File: config.mk
export PLATFORM = sky130hd
export DESIGN_NAME = ext_irq_ctrl
export DESIGN_NICKNAME = d
export VERILOG_FILES = /design/src/rtl/ext_irq_pkg.sv /design/src/rtl/ext_irq_sync.sv /design/src/rtl/ext_irq_detect.sv /design/src/rtl/ext_irq_rstvec.sv /design/src/rtl/ext_irq_ctrl.sv
export SDC_FILE = /design/constraint.sdc
export NUM_CORES = 1
export LEC_CHECK = 0
export ABC_AREA = 1
export BUFFER_PORTS_ARGS = -buffer_cell sky130_fd_sc_hd__buf_2
export CORE_AREA = 2 2 39 41
export CTS_BUF_LIST = sky130_fd_sc_hd__clkbuf_2
export DETAILED_ROUTE_END_ITERATION = 12
export DIE_AREA = 0 0 41 43
export HOLD_SLACK_MARGIN = 0.03
export PLACE_DENSITY = 0.85
export SYNTH_ARGS = -nofsm -noshare
export SYNTH_HDL_FRONTEND = slang
export SYNTH_SLANG_ARGS = --single-unit
export TNS_END_PERCENT = 1
File: constraint.sdc
create_clock -name clk -period 1.58 [get_ports clk]
set_input_delay 0.079 -clock clk [delete_from_list [all_inputs] [get_ports clk]]
set_output_delay 0.079 -clock clk [all_outputs]
set_load 0.1 [all_outputs]
File: src/rtl/ext_irq_pkg.sv
package ext_irq_pkg;
  // Field positions of the control word; the read-back layout depends on them.
  localparam int BIT_EDGE  = 0;
  localparam int BIT_ZLO   = 1;
  localparam int BIT_PIN   = 2;
  localparam int BIT_ZHI   = 3;
  localparam int BIT_ONE   = 4;
  localparam int BIT_DIS   = 5;
  localparam int CTL_MIN_W = 6;

  typedef struct packed {
    logic dis;
    logic edge_sel;
  } ctl_t;
endpackage

File: src/rtl/ext_irq_sync.sv
module ext_irq_sync #(
  parameter int   STAGES  = 2,
  parameter logic RST_VAL = 1'b1
) (
  input  logic clk,
  input  logic rst_n,
  input  logic d,
  output logic q
);
  logic [STAGES-1:0] chain_q;
  logic [STAGES-1:0] chain_nxt;

  generate
    if (STAGES == 1) begin : g_one
      always_comb chain_nxt = d;
    end else begin : g_many
      always_comb chain_nxt = {chain_q[STAGES-2:0], d};
    end
  endgenerate

  always_ff @(posedge clk or negedge rst_n) begin
    if (!rst_n) chain_q <= {STAGES{RST_VAL}};
    else        chain_q <= chain_nxt;
  end

  assign q = chain_q[STAGES-1];
endmodule

File: src/rtl/ext_irq_detect.sv
module ext_irq_detect (
  input  logic clk,
  input  logic rst_n,
  input  logic pin_s,
  input  logic edge_sel,
  input  logic lp_mode,
  input  logic ack,
  input  logic clr,
  output logic req_raw
);
  logic prev_q, prev_nxt;
  logic pend_q, pend_nxt;
  logic use_edge;
  logic fall;

  always_comb begin
    use_edge = edge_sel & ~lp_mode;
    fall     = prev_q & ~pin_s;
    prev_nxt = pin_s;
    if (!use_edge)      pend_nxt = 1'b0;
    else if (fall)      pend_nxt = 1'b1;   // a new edge wins over a clear
    else if (ack | clr) pend_nxt = 1'b0;
    else                pend_nxt = pend_q;
    req_raw = use_edge ? pend_q : ~pin_s;
  end

  always_ff @(posedge clk or negedge rst_n) begin
    if (!rst_n) begin
      prev_q <= 1'b1;
      pend_q <= 1'b0;
    end else begin
      prev_q <= prev_nxt;
      pend_q <= pend_nxt;
    end
  end
endmodule

File: src/rtl/ext_irq_rstvec.sv
module ext_irq_rstvec #(
  parameter int             HOLD      = 2,
  parameter int             VEC_W     = 16,
  parameter logic [VEC_W-1:0] RESET_VEC = '0
) (
  input  logic             clk,
  input  logic             rst_n,
  output logic             vec_valid,
  output logic [VEC_W-1:0] vec
);
  logic [HOLD-1:0] seen_q, seen_nxt;

  generate
    if (HOLD == 1) begin : g_one
      always_comb seen_nxt = 1'b1;
    end else begin : g_many
      always_comb seen_nxt = {seen_q[HOLD-2:0], 1'b1};
    end
  endgenerate

  always_ff @(posedge clk or negedge rst_n) begin
    if (!rst_n) seen_q <= '0;
    else        seen_q <= seen_nxt;
  end

  assign vec_valid = ~seen_q[HOLD-1];
  assign vec       = vec_valid ? RESET_VEC : '0;
endmodule

File: src/rtl/ext_irq_ctrl.sv
module ext_irq_ctrl #(
  parameter int               DATA_W    = 8,
  parameter int               N_CORE    = 4,
  parameter int               VEC_W     = 16,
  parameter int               SYNC_N    = 2,
  parameter int               VEC_HOLD  = 2,
  parameter logic [VEC_W-1:0] RESET_VEC = 16'h0000
) (
  input  logic              clk,
  input  logic              rst_n,
  input  logic              wr_en,
  input  logic [DATA_W-1:0] wr_data,
  input  logic              sw_clr,
  output logic [DATA_W-1:0] rd_data,
  input  logic              irq_pin_n,
  input  logic              lp_mode,
  input  logic              irq_ack,
  input  logic [N_CORE-1:0] core_irq_i,
  output logic [N_CORE-1:0] core_irq_o,
  output logic              ext_irq_req,
  output logic              rst_vec_valid,
  output logic [VEC_W-1:0]  rst_vec
);
  import ext_irq_pkg::*;

  ctl_t ctl_q, ctl_nxt;
  logic pin_s;
  logic req_raw;

  always_comb begin
    ctl_nxt = ctl_q;
    if (wr_en) begin
      ctl_nxt.dis      = wr_data[BIT_DIS];
      ctl_nxt.edge_sel = wr_data[BIT_EDGE];
    end
  end

  always_ff @(posedge clk or negedge rst_n) begin
    if (!rst_n) ctl_q <= '0;
    else        ctl_q <= ctl_nxt;
  end

  always_comb begin
    rd_data           = '0;
    rd_data[BIT_DIS]  = ctl_q.dis;
    rd_data[BIT_ONE]  = 1'b1;
    rd_data[BIT_ZHI]  = 1'b0;
    rd_data[BIT_PIN]  = pin_s;
    rd_data[BIT_ZLO]  = 1'b0;
    rd_data[BIT_EDGE] = ctl_q.edge_sel;
  end

  ext_irq_sync #(.STAGES(SYNC_N), .RST_VAL(1'b1)) u_sync (
    .clk   (clk),
    .rst_n (rst_n),
    .d     (irq_pin_n),
    .q     (pin_s)
  );

  ext_irq_detect u_detect (
    .clk      (clk),
    .rst_n    (rst_n),
    .pin_s    (pin_s),
    .edge_sel (ctl_q.edge_sel),
    .lp_mode  (lp_mode),
    .ack      (irq_ack),
    .clr      (sw_clr),
    .req_raw  (req_raw)
  );

  ext_irq_rstvec #(.HOLD(VEC_HOLD), .VEC_W(VEC_W), .RESET_VEC(RESET_VEC)) u_rstvec (
    .clk       (clk),
    .rst_n     (rst_n),
    .vec_valid (rst_vec_valid),
    .vec       (rst_vec)
  );

  assign ext_irq_req = req_raw & ~ctl_q.dis;

  for (genvar i = 0; i < N_CORE; i++) begin : g_core
    assign core_irq_o[i] = core_irq_i[i] & ~ctl_q.dis;
  end
endmodule

# Word level (Yosys, flattened, before mapping)
# Cells that the tools add are included.
# W data, S select, Z words.
# totals
ff_bits	8
input_bits	19
# op_classes
n_eq_ne	1
mux	4
bitwise	12
# ops
cell	count
$and A1 B1 Y1	7
$mux W1	4
$not A1 Y1	4
$ne A3 B3 Y1 const B	1
$or A1 B1 Y1	1

# Depth between registers and ports, before layout
# logic_depth
word_depth	4
mapped_depth	5
ltp_nobuf	5

# Cells and area by module
# Synthesis repeated with hierarchy kept, for this count alone.
# unflattened
hier_cells	62
area_unflattened_um2	495.5
# by_module_without_submodules
module	cells_each	area_each_um2	seq_area_each_um2	n_inst
ext_irq_rstvec	21	181.4	50.0	1
ext_irq_ctrl	27	166.4	50.0	1
ext_irq_detect	12	95.1	51.3	1
ext_irq_sync	2	52.6	52.6	1

# Worst setup path after synthesis
# No wires, ideal clock.
# synth_path
path_kind	reg-to-output
start	register ctl_q, in the netlist rd_data[5]
end	output core_irq_o[0]
t_arrival_ns	2.201
t_required_ns	1.501
path_buffers	0
path_slack_ns	-0.700
stages_incl_launch_ff	2
path_cell_list	dfrtp_1 nor2_1
# synth_via
elab_chain_cells	2
# synth_rtl
element	line	source
from (decl)	ext_irq_ctrl.sv:26	ctl_t ctl_q, ctl_nxt;
from (signal assigned)	ext_irq_ctrl.sv:40	else ctl_q <= ctl_nxt;
$not A1 Y1	ext_irq_ctrl.sv:81	assign core_irq_o[i] = core_irq_i[i] & ~ctl_q.dis;
$and A1 B1 Y1	ext_irq_ctrl.sv:81	
to (decl)	ext_irq_ctrl.sv:19	output logic [N_CORE-1:0] core_irq_o,
# Every way passes these cells.

# Worst setup path after layout
# layout_path
start	register ctl_q, in the netlist rd_data[5]
end	output ext_irq_req
# layout_via
elab_chain_cells	2
# layout_rtl
element	line	source
$not A1 Y1	ext_irq_ctrl.sv:78	assign ext_irq_req = req_raw & ~ctl_q.dis;
$and A1 B1 Y1	ext_irq_ctrl.sv:78	
to (decl)	ext_irq_ctrl.sv:20	output logic ext_irq_req,
# Every way passes these cells.

==> reports/metrics.json <==
{
  "detailed_routing": {
    "top_layer": "met3",
    "drtPass1Iterations": 1,
    "drt-total-wl_um": 709,
    "drt-wirelength-per-cell_um": 6.95,
    "first_iter_violations": 0,
    "routed-wl-met3_um": 95,
    "drc": 0,
    "vias": 362,
    "vias_per_cell": 3.55,
    "routed_length_on_met2_um": 382,
    "antenna_violating_nets_post_route": 0,
    "route.layer.met1.wl_um": 231
  },
  "floorplanning": {
    "fp.dieArea_um2": 1760,
    "die_h_um": 43,
    "core.rowCount": 14,
    "start_util_pct": 35.9,
    "top_level_ports": 49,
    "design.core.area_um2": 1380,
    "die_w_um": 41
  },
  "placement": {
    "gp_congestion": 0.646,
    "port_buffers": 21,
    "dp.final_hpwl_um": 606
  },
  "logic_synthesis": {
    "synth_area_leader": "sky130_fd_sc_hd__buf_4",
    "synth_area_um2": 497,
    "synth_warnings": 0,
    "synth_compound_gate_area_share_pct": 3.78,
    "synthXorXnorAreaFrac_pct": 0,
    "seq_total_area_yosys_pct": 41.1,
    "yosys.area_share.simple_pct": 10.6,
    "number_of_distinct_standard_cells_referenced_by_the_synthesized_netlist": 13,
    "post_synth.cell_area_avg_um2": 8.28,
    "muxShareOfSynthArea_pct": 0,
    "synthAdderAreaFrac_pct": 0,
    "flops_latches_synth": 8,
    "postSynthCellCount": 60,
    "yosysTopAreaCellShare_pct": 34.8,
    "ys_top_cells_by_area": "sky130_fd_sc_hd__buf_4 (35%), sky130_fd_sc_hd__dfrtp_1 (25%), sky130_fd_sc_hd__dfstp_2 (16%), sky130_fd_sc_hd__inv_1 (7.6%), sky130_fd_sc_hd__nand2_1 (4.5%)",
    "synth_top_family_by_area": "buffers and inverters"
  },
  "worst_setup_path": {
    "required_ns": 1.50,
    "reg2reg_slack_ns": 0.31,
    "path_buf_inv": 2,
    "depth_of_the_most_critical_reg_to_reg_path": 3,
    "setup.worst_path.end": "ext_irq_req",
    "worst_r2r_startpoint": "rd_data[5]",
    "worst-endpoint-arrival_ns": 1.38,
    "worst_setup_path_startpoint": "rd_data[5]",
    "critical_path.cell_chain": "inv_2, nand2_1, nor2_4, buf_2",
    "worst_setup_path_end_kind": "output port",
    "type_of_the_setup_path_with_the_least_slack": "reg -> out",
    "crit_cells": 4,
    "crit_path_max_incr_delay_ns": 0.47,
    "critPathLaunchType": "register",
    "regToRegEndpoint": "rd_data[5]",
    "crit_fanout": 6,
    "path_delay_family": "buffers and inverters",
    "crit_slowest_cell": "sky130_fd_sc_hd__dfrtp_1"
  },
  "power": {
    "power.switching_fraction_pct": 58.2,
    "leakage_power_total_nw": 0.376,
    "design_power_total_mw": 0.784,
    "combPwrFrac_pct": 53.8,
    "cellPowerDensity_nw_per_um2": 1310,
    "share_clk_of_total_power_pct": 17.0,
    "p_seq_share_pct": 29.3,
    "power.net_switching_mw": 0.456,
    "cell_internal_pwr_mw": 0.328,
    "ir_drop_v": 0.000497
  },
  "final_layout": {
    "antennaDiodeCount": 0,
    "final_net_count": 106,
    "post_route_cells_drive_above_1_share_pct": 40.7,
    "layout-area-overhead-vs-synth_pct": 20.7,
    "multi_input_comb_area_um2": 169,
    "ff_latch_area_um2": 204,
    "nFillCells": 152
  },
  "clocking": {
    "cts_hold_buf": 4,
    "cts.repair_timing.setup_buffer_count": 0,
    "cts_made_buffers": 3,
    "clk_pin_slew_worst_paths_ns": 0.09,
    "ctsLongestPathBuffers": 2,
    "cts_resized": 0,
    "cts.htree.levels": 1,
    "tritoncts": "done",
    "clock_latency_ns": 0.23,
    "root_buffer": "sky130_fd_sc_hd__clkbuf_2",
    "clock-sinks": 8
  },
  "hold_path": {
    "worst_hold_path_type": "in -> reg",
    "holdPathStages": 3,
    "worstHoldStart": "wr_data[0]"
  },
  "timing": {
    "tns_ns": 0,
    "timing.final.crit_period_ns": 1.46,
    "max_freq_mhz": 683,
    "grt_setup_unrepaired": "false",
    "timing.final.crit_share_pct": 92.6,
    "fin_skew_ns": 0.0188,
    "final_number_of_max_transition_violations": 0,
    "setup_viol": 0,
    "hold_violations": 0
  },
  "grt": {
    "grt_first_pass_wirelength_um": 1150,
    "grt_pass1_vias": 300,
    "overflow": 0,
    "antenna_found_initial": 0,
    "grt_max_degree": 9,
    "track_usage_pct": 10.3
  },
  "outcome": {
    "run_status": "finished clean"
  },
  "run": {
    "timing.max_cap.violations": 0
  }
}
[through the flow]
stage,hold WS (ns),cells,utilization [%],setup slack (ns),instance area (um^2)
finish,0.0602,102,43.3,0.116,599
floorplan,-0.217,80,-,-0.277,587
global route,0.0595,102,43.3,0.0258,599
CTS,0.0443,102,43.3,0.0811,599
global placement,-0.0801,94,39.0,0.382,539
detailed placement,-0.0726,94,39.0,0.374,539
[kinds of logic (layout without fill, tap and decap cells)]
kind of cell	count (synthesis)	in the layout
AO/OA/AOI/OAI	3	3
buffers and inverters	34	40
other	2	22
AND/OR/NAND/NOR	13	13
flip-flops	8	8
[registers in the layout, indices dropped and copies added (netlist names)]
signal           flops
rd_data              2
u_detect.pend_q      1
u_detect.prev_q      1
u_rstvec.seen_q      2
u_sync.chain_q       2
[power groups by stage]
stage / Clock [mW] / Sequential (mW) / Combinational, mW
finish: 0.133 / 0.229 / 0.421
global route: 0.156 / 0.231 / 0.436
CTS: 0.142 / 0.230 / 0.422
detailed placement: 0 / 0.234 / 0.413
global placement: 0 / 0.233 / 0.411
floorplan: 0 / 0.249 / 0.404
[worst min-delay path by stage]
stage	end	slack (ns)
finish	rd_data[0]	0.06
global route	rd_data[0]	0.06
CTS	rd_data[0]	0.04
detailed placement	rd_data[0]	-0.07
global placement	rd_data[0]	-0.08
floorplan	rd_data[0]	-0.22
[cells in the final DEF, fill, tap and decap left out]
cell type,Yosys,routed
sky130_fd_sc_hd__a21oi_1,1,1
sky130_fd_sc_hd__buf_2,0,21
sky130_fd_sc_hd__clkbuf_2,0,4
sky130_fd_sc_hd__conb_1,2,22
sky130_fd_sc_hd__dfrtp_1,5,5
sky130_fd_sc_hd__dfstp_2,3,3
sky130_fd_sc_hd__dlygate4sd3_1,0,4
sky130_fd_sc_hd__inv_1,10,10
sky130_fd_sc_hd__inv_2,1,1
sky130_fd_sc_hd__nand2_1,6,6
sky130_fd_sc_hd__nand3_1,1,1
sky130_fd_sc_hd__nor2_1,5,1
sky130_fd_sc_hd__nor2_2,1,4
sky130_fd_sc_hd__nor2_4,0,1
sky130_fd_sc_hd__o21ai_0,1,1
sky130_fd_sc_hd__o21ai_2,1,1
[worst register-to-register path: stages (launching register included)]
cell,delay (ns)
sky130_fd_sc_hd__dfrtp_1,0.47
sky130_fd_sc_hd__inv_2,0.10
sky130_fd_sc_hd__o21ai_2,0.04
sky130_fd_sc_hd__dlygate4sd3_1,0.54
[cells in the mapped netlist]
cell	number
sky130_fd_sc_hd__dfrtp_1	5
sky130_fd_sc_hd__nand2_1	6
sky130_fd_sc_hd__nor2_1	5
sky130_fd_sc_hd__inv_2	1
sky130_fd_sc_hd__nor2_2	1
sky130_fd_sc_hd__a21oi_1	1
sky130_fd_sc_hd__nand3_1	1
sky130_fd_sc_hd__conb_1	2
sky130_fd_sc_hd__o21ai_0	1
sky130_fd_sc_hd__dfstp_2	3
sky130_fd_sc_hd__o21ai_2	1
sky130_fd_sc_hd__inv_1	10
sky130_fd_sc_hd__buf_4	23
[final cells by class]
cell class | instances | share of cell area (%)
clock buffers | 4 | 3.34
multi-input cells | 38 | 28.2
repair buffers | 25 | 24.2
inverters | 11 | 6.89
flip-flops and latches | 8 | 34.0
well taps | 16 | 3.34
[metal layers]
metal  vias to the layer above  global-route usage [%]
li1                        179                       -
met3                         0                    3.14
met1                       158                    10.4
met2                        25                    16.3
met4                         0                    8.00
met5                         -                       0
Note: power is estimated with default switching activity, not from simulation.
